--- src/rtl/sd_cmd_pkg.sv ---
package sd_cmd_pkg;

    typedef enum logic [2:0] {
        ST_IDLE,
        ST_INIT,
        ST_TX,
        ST_RXW,
        ST_RXB,
        ST_GAP
    } seq_st_e;

    // bit 0 is upd_clk, bit 5 is irq_wait
    typedef struct packed {
        logic irq_wait;
        logic resp_long;
        logic resp_exp;
        logic send_init;
        logic wait_prev;
        logic upd_clk;
    } cmd_flags_t;

endpackage

--- src/rtl/sd_crc7.sv ---
module sd_crc7 #(
    parameter int unsigned N = 40
) (
    input  logic [N-1:0] data,
    output logic [6:0]   crc
);
    always_comb begin
        logic [6:0] c;
        logic       fb;
        c = '0;
        for (int i = N - 1; i >= 0; i--) begin
            fb = data[i] ^ c[6];
            c  = {c[5:0], 1'b0};
            if (fb) c = c ^ 7'h09;
        end
        crc = c;
    end
endmodule

--- src/rtl/sd_load_gate.sv ---
module sd_load_gate (
    input  logic wait_prev,
    input  logic data_busy,
    input  logic data_open,
    output logic ok
);
    // predefined-length transfer in flight blocks a waiting load
    always_comb ok = !wait_prev || !data_busy || data_open;
endmodule

--- src/rtl/sd_cmd_seq.sv ---
module sd_cmd_seq
    import sd_cmd_pkg::*;
#(
    parameter int unsigned TMO_W      = 16,
    parameter int unsigned DIV_W      = 8,
    parameter int unsigned INIT_CLKS  = 80,
    parameter int unsigned GAP_CLKS   = 8,
    parameter int unsigned STOP_TMO   = 64,
    parameter int unsigned STOP_INDEX = 12,
    parameter int unsigned REL_INDEX  = 40
) (
    input  logic               clk,
    input  logic               rst_n,
    input  logic               req_valid,
    input  logic [5:0]         req_index,
    input  logic [31:0]        req_arg,
    input  logic [5:0]         req_flags,
    input  logic [TMO_W-1:0]   req_tmo,
    input  logic               req_clk_en,
    input  logic [DIV_W-1:0]   req_clk_div,
    output logic               req_accept,
    output logic               clk_en,
    output logic [DIV_W-1:0]   clk_div,
    input  logic               data_busy,
    input  logic               data_open,
    input  logic               autostop_req,
    input  logic               irq_release,
    input  logic               cmd_in,
    output logic               cmd_out,
    output logic               cmd_oe,
    output logic [135:0]       resp_data,
    output logic               resp_valid,
    output logic               resp_crc_err,
    output logic               resp_timeout,
    output logic               cmd_done
);
    localparam int unsigned FRAME_BITS = 48;
    localparam int unsigned SHORT_BITS = 48;
    localparam int unsigned LONG_BITS  = 136;
    localparam int unsigned SPAN       = INIT_CLKS + LONG_BITS + GAP_CLKS;
    localparam int unsigned CW_MIN     = $clog2(SPAN) + 1;
    localparam int unsigned CNT_W      = (TMO_W > CW_MIN) ? TMO_W : CW_MIN;

    typedef struct packed {
        seq_st_e              st;
        logic [FRAME_BITS-1:0] sh;
        logic [CNT_W-1:0]     cnt;
        logic [TMO_W-1:0]     tmo;
        logic                 rexp;
        logic                 rlong;
        logic                 irq;
        logic [LONG_BITS-1:0] rsh;
        logic                 clk_en;
        logic [DIV_W-1:0]     clk_div;
        logic                 auto_pend;
        logic                 accept;
        logic                 rvalid;
        logic                 crc_err;
        logic                 rtmo;
        logic                 done;
    } seq_t;

    seq_t       q, n;
    cmd_flags_t fl;
    logic       gate_ok;
    logic [39:0] tx_hdr;
    logic [6:0]  tx_crc;
    logic [6:0]  rx_crc;

    assign fl = cmd_flags_t'(req_flags);

    sd_load_gate u_gate (
        .wait_prev (fl.wait_prev),
        .data_busy (data_busy),
        .data_open (data_open),
        .ok        (gate_ok)
    );

    // header of whatever frame the next load would send
    always_comb begin
        if (q.st == ST_RXW)
            tx_hdr = {2'b00, 6'(REL_INDEX), 32'h0};
        else if (q.auto_pend)
            tx_hdr = {2'b01, 6'(STOP_INDEX), 32'h0};
        else
            tx_hdr = {2'b01, req_index, req_arg};
    end

    sd_crc7 #(.N(40)) u_tx_crc (.data(tx_hdr), .crc(tx_crc));
    // first 40 bits of a short response once the final bit arrives
    sd_crc7 #(.N(40)) u_rx_crc (.data(q.rsh[46:7]), .crc(rx_crc));

    always_comb begin
        n         = q;
        n.accept  = 1'b0;
        n.rvalid  = 1'b0;
        n.crc_err = 1'b0;
        n.rtmo    = 1'b0;
        n.done    = 1'b0;
        case (q.st)
            ST_IDLE: begin
                n.cnt = '0;
                if (q.auto_pend) begin
                    n.auto_pend = 1'b0;
                    n.sh        = {tx_hdr, tx_crc, 1'b1};
                    n.rexp      = 1'b1;
                    n.rlong     = 1'b0;
                    n.irq       = 1'b0;
                    n.tmo       = TMO_W'(STOP_TMO);
                    n.st        = ST_TX;
                end else if (req_valid && gate_ok) begin
                    n.accept = 1'b1;
                    if (fl.upd_clk) begin
                        n.clk_en  = req_clk_en;
                        n.clk_div = req_clk_div;
                    end else begin
                        n.sh    = {tx_hdr, tx_crc, 1'b1};
                        n.rexp  = fl.resp_exp;
                        n.rlong = fl.resp_long;
                        n.irq   = fl.irq_wait;
                        n.tmo   = req_tmo;
                        n.st    = fl.send_init ? ST_INIT : ST_TX;
                    end
                end
            end
            ST_INIT: begin
                n.cnt = q.cnt + 1'b1;
                if (q.cnt == CNT_W'(INIT_CLKS - 1)) begin
                    n.cnt = '0;
                    n.st  = ST_TX;
                end
            end
            ST_TX: begin
                n.sh  = {q.sh[FRAME_BITS-2:0], 1'b1};
                n.cnt = q.cnt + 1'b1;
                if (q.cnt == CNT_W'(FRAME_BITS - 1)) begin
                    n.cnt = '0;
                    n.st  = q.rexp ? ST_RXW : ST_GAP;
                end
            end
            ST_RXW: begin
                if (!cmd_in) begin
                    n.rsh = {q.rsh[LONG_BITS-2:0], 1'b0};
                    n.cnt = CNT_W'(1);
                    n.st  = ST_RXB;
                end else if (q.irq) begin
                    if (irq_release) begin
                        n.sh   = {tx_hdr, tx_crc, 1'b1};
                        n.rexp = 1'b0;
                        n.irq  = 1'b0;
                        n.cnt  = '0;
                        n.st   = ST_TX;
                    end
                end else if (q.cnt == CNT_W'(q.tmo) - CNT_W'(1)) begin
                    n.rtmo = 1'b1;
                    n.cnt  = '0;
                    n.st   = ST_GAP;
                end else begin
                    n.cnt = q.cnt + 1'b1;
                end
            end
            ST_RXB: begin
                n.rsh = {q.rsh[LONG_BITS-2:0], cmd_in};
                n.cnt = q.cnt + 1'b1;
                if (q.cnt == (q.rlong ? CNT_W'(LONG_BITS - 1) : CNT_W'(SHORT_BITS - 1))) begin
                    n.rvalid  = 1'b1;
                    n.crc_err = !q.rlong && (rx_crc != q.rsh[6:0]);
                    n.cnt     = '0;
                    n.st      = ST_GAP;
                end
            end
            ST_GAP: begin
                n.cnt = q.cnt + 1'b1;
                if (q.cnt == CNT_W'(GAP_CLKS - 1)) begin
                    n.cnt  = '0;
                    n.st   = ST_IDLE;
                    n.done = 1'b1;
                end
            end
            default: n.st = ST_IDLE;
        endcase
        if (autostop_req) n.auto_pend = 1'b1;
    end

    always_ff @(posedge clk or negedge rst_n) begin
        if (!rst_n) begin
            q    <= '0;
            q.st <= ST_IDLE;
            q.sh <= '1;
        end else begin
            q <= n;
        end
    end

    assign req_accept   = q.accept;
    assign clk_en       = q.clk_en;
    assign clk_div      = q.clk_div;
    assign cmd_oe       = (q.st == ST_INIT) || (q.st == ST_TX) || (q.st == ST_GAP);
    assign cmd_out      = (q.st == ST_TX) ? q.sh[FRAME_BITS-1] : 1'b1;
    assign resp_data    = q.rsh;
    assign resp_valid   = q.rvalid;
    assign resp_crc_err = q.crc_err;
    assign resp_timeout = q.rtmo;
    assign cmd_done     = q.done;

    AST_UPD_NO_BUS: assert property (@(posedge clk) disable iff (!rst_n)
        (q.st == ST_IDLE && !q.auto_pend && req_valid && gate_ok && fl.upd_clk)
        |=> (req_accept && !cmd_oe && clk_en == $past(req_clk_en)));
    AST_GATE_HOLD: assert property (@(posedge clk) disable iff (!rst_n)
        (q.st == ST_IDLE && req_valid && fl.wait_prev && data_busy && !data_open)
        |=> !req_accept);
    AST_OPEN_LOAD: assert property (@(posedge clk) disable iff (!rst_n)
        (q.st == ST_IDLE && !q.auto_pend && req_valid && fl.wait_prev && data_busy && data_open)
        |=> req_accept);
    AST_CRC_ONLY_VALID: assert property (@(posedge clk) disable iff (!rst_n)
        resp_crc_err |-> (resp_valid && !q.rlong));
    AST_RESP_EXCL: assert property (@(posedge clk) disable iff (!rst_n)
        !(resp_valid && resp_timeout));
    AST_DONE_AFTER_GAP: assert property (@(posedge clk) disable iff (!rst_n)
        cmd_done |-> ($past(cmd_oe) && $past(cmd_out) && !cmd_oe));
    AST_IRQ_NO_TMO: assert property (@(posedge clk) disable iff (!rst_n)
        (q.st == ST_RXW && q.irq) |=> !resp_timeout);
endmodule

--- config.mk ---
export PLATFORM = sky130hd
export DESIGN_NAME = sd_cmd_seq
export DESIGN_NICKNAME = d
export VERILOG_FILES = /design/src/rtl/sd_cmd_pkg.sv /design/src/rtl/sd_crc7.sv /design/src/rtl/sd_load_gate.sv /design/src/rtl/sd_cmd_seq.sv
export SDC_FILE = /design/constraint.sdc
export NUM_CORES = 1
export LEC_CHECK = 0
export ABC_AREA = 1
export BUFFER_PORTS_ARGS = -buffer_cell sky130_fd_sc_hd__buf_4
export CORE_ASPECT_RATIO = 0.6
export CORE_UTILIZATION = 62
export DETAILED_ROUTE_END_ITERATION = 8
export PLACE_DENSITY_LB_ADDON = 0.2
export SYNTH_ARGS = -nofsm -noshare
export SYNTH_HDL_FRONTEND = slang
export SYNTH_SLANG_ARGS = --single-unit
export TNS_END_PERCENT = 30
--- constraint.sdc ---
create_clock -name clk -period 6.35 [get_ports clk]
set_clock_uncertainty 0.1 [all_clocks]
set_input_delay 0.635 -clock clk [delete_from_list [all_inputs] [get_ports clk]]
set_output_delay 0.635 -clock clk [all_outputs]
set_load 0.01 [all_outputs]
==> out/results.ini <==
[power]
p_total_mw = 2.96
cellLeakagePower_nw = 7.69
p_comb_share_pct = 2.5
ir_worst_vdd_mv = 0.191
switching_share_pct = 21.9
powerDensity_nw_per_um2 = 188
power_frac_clock_pct = 46.6
switching_power_mw = 0.647
internal_power_mw = 2.31
seqPwrFrac_pct = 50.9

[placed_design]
dp_hpwl_um = 24000
dp_slack_ns = 2.79
gp_congestion = 0.911
dp_cells = 2209
io_buffers = 228
post_dp_cell_area_um2 = 15000

[setup_path]
worstSetupEndpointType = flip-flop
r2r_slack_ns = 2.73
cp.required_ns = 6.72
cpLargestDelayFamily = simple AND/OR/NAND/NOR gates
critical_path.max_fanout = 35
start_kind = flip-flop
crit_top_cell = nand2_1
worst_path_max_delay_cell = dfrtp_1
cpPeakStageDelay_ns = 0.55
rr_startpoint = q[5]$_DFFE_PN0P_
startpoint = q[5]$_DFFE_PN0P_
path_buf_inv = 2
crit_type = flip-flop to flip-flop
cp.arrival_ns = 3.99

[timing]
post-route-period-util_pct = 57.0
setup_ws_ns = 2.73
holdWs_ns = 0.0355
max_freq_mhz = 276
fin_tns_setup_ns = 0
relSlewSlack_pct = 11.5
slew_viol_final = 0
period_minus_slack_ns = 3.62
finalHoldViolCount = 0
setup_viol = 0
tightest_slew_ns = 1.33
rsz0062_at_grt = false

[drt]
detail-route-antenna-nets = 0
via_count = 11900
wl_per_cell_um = 14.7
first_iter_violations = 918
via_per_inst = 5.31
drc = 0
firstDrtPassIters = 5
drt_wl_total_um = 33100

[die]
rows = 42
core_um2 = 22200
die_w_um = 197
die_h_um = 119
dieArea_um2 = 23400
initial_core_util_pct = 63.7
design.portCount = 229

[global_route]
antenna_found_initial = 0
grt_max_degree = 123
grt_pass1_wl_um = 54900
first_global_vias = 10900
gr-total-overflow = 0
grt_use_total_pct = 28.9

[clock_tree]
clk_pin_slew_ns = 0.07
clock-root-buffer = clkbuf_16
cts_setup_buffers = 0
cts_buffers = 23
cts.repair.resized = 0
cts_tree = done
clock_latency_ns = 0.54
htree_levels = 1
cts_sinks = 236
cts_hold_buf = 0
clock_path_buffers = 3

[logic_synthesis]
avgSynthCellArea_um2 = 7.55
syn_nets = 1950
ys_seq_elements = 236
yosysWarnings = 0
synthCells = 1871
syn-cell-area_um2 = 14100
ys_types = 46
seq_area_frac_synth_pct = 42.2

[final_layout]
layout.nets = 2005
fillers = 1853
final_common_cell = nand2_1
seq_area_um2 = 5960
area_delta_synth_final_pct = 11.3
diodes = 0
final_layout_size_suffix_gt1_share_pct = 21.7
final_area_um2 = 15700
multi_input_area_um2 = 6010
finish.utilization_pct = 70.9
most-common-layout-cells = nand2_1, buf_4, inv_1
layout.cells.non_filler = 2250

[job]
maxCapViolations = 0

[outcome]
outcome = complete, no violations

[hold_path]
hold_path.class = input port to asynchronous set/reset pin

## power groups by stage
stage	clock [mW]	combinational [mW]	sequential, mW
floorplan	0	0.00358	1.53
CTS	1.40	0.0752	1.51
finish	1.38	0.0729	1.51
detailed placement	0	0.0752	1.53
global route	1.46	0.0821	1.50
global placement	0	0.0743	1.53
## flip-flops by register name, summed over array words and instances (netlist names)
register and count:
resp_data 136, q 86, clk_div 8, clk_en 1, cmd_done 1, req_accept 1, resp_crc_err 1, resp_timeout 1
resp_valid 1
## cells in the mapped netlist (all sizes together)
| library cell | count | area share (%) |
|---|---|---|
| nand2 | 532 | 15 |
| inv | 215 | 5.7 |
| dfrtp | 189 | 34 |
| nand3 | 174 | 6.9 |
| buf | 150 | 8.0 |
| o21ai | 139 | 4.9 |
| nor2 | 134 | 3.8 |
| a21oi | 63 | 2.2 |
| clkbuf | 55 | 1.5 |
| xor2 | 50 | 3.5 |
| dfstp | 47 | 8.7 |
| a31oi | 29 | 1.3 |
| nor3 | 16 | 0.57 |
| o22ai | 16 | 0.71 |
| xnor2 | 12 | 0.74 |
| mux2 | 10 | 0.80 |
| nand4 | 9 | 0.40 |
| or2 | 6 | 0.27 |
| nor4 | 5 | 0.22 |
| a22oi | 3 | 0.16 |
| o211ai | 3 | 0.16 |
| a211oi | 2 | 0.11 |
| clkinv | 2 | 0.053 |
| ha | 2 | 0.18 |
| nand3b | 2 | 0.11 |
| nor3b | 1 | 0.053 |
| o2111ai | 1 | 0.062 |
| o21a | 1 | 0.053 |
| o21bai | 1 | 0.053 |
| o31ai | 1 | 0.053 |
| o32ai | 1 | 0.062 |
## layout make-up
type	instances	share of cell area (%)
multi-input cells	1213	38.2
flip-flops and latches	236	38.0
repair buffers	235	11.4
inverters	217	5.20
clock buffers	30	4.15
well taps	308	2.45
clock inverters	11	0.645
## worst register-to-register path: cells and delay by family, from the launching register on
kind | cells | cell delay (ns)
buffers and inverters | 2 | 0.46
DFF | 1 | 0.55
and+or+nand+nor | 26 | 2.47
## per-layer routing
layer | GRT usage (%) | vias up | routed length, µm
met4 | 4.75 | 0 | 420
met3 | 5.75 | 31 | 2490
met1 | 44.8 | 5574 | 15800
met5 | 0 | - | 0
met2 | 42.4 | 419 | 14400
li1 | - | 5913 | -
## cells by family (layout without fill, tap and decap cells)
| logic type | Yosys count | after routing | share of synthesized area [%] |
|---|---|---|---|
| xor+xnor | 62 | 62 | 4.22 |
| simple gates | 879 | 879 | 27.4 |
| flops | 236 | 236 | 42.2 |
| compound gates | 260 | 260 | 9.86 |
| buf+inv | 422 | 493 | 15.3 |
| fa+ha+maj | 2 | 2 | 0.177 |
| mux | 10 | 10 | 0.798 |
## final timing paths
check,endpoint,cells past startpoint
min in group clk,q[5]$_DFFE_PN0P_,2
max,q[190]$_DFFE_PN1P_,28
max in group asynchronous,resp_data[107]$_DFFE_PN0P_,2
max reg2reg,q[190]$_DFFE_PN1P_,28
min reg2reg,q[193]$_DFFE_PN1P_,2
min,resp_data[40]$_DFFE_PN0P_,1
(Power assumes the default switching activity.)
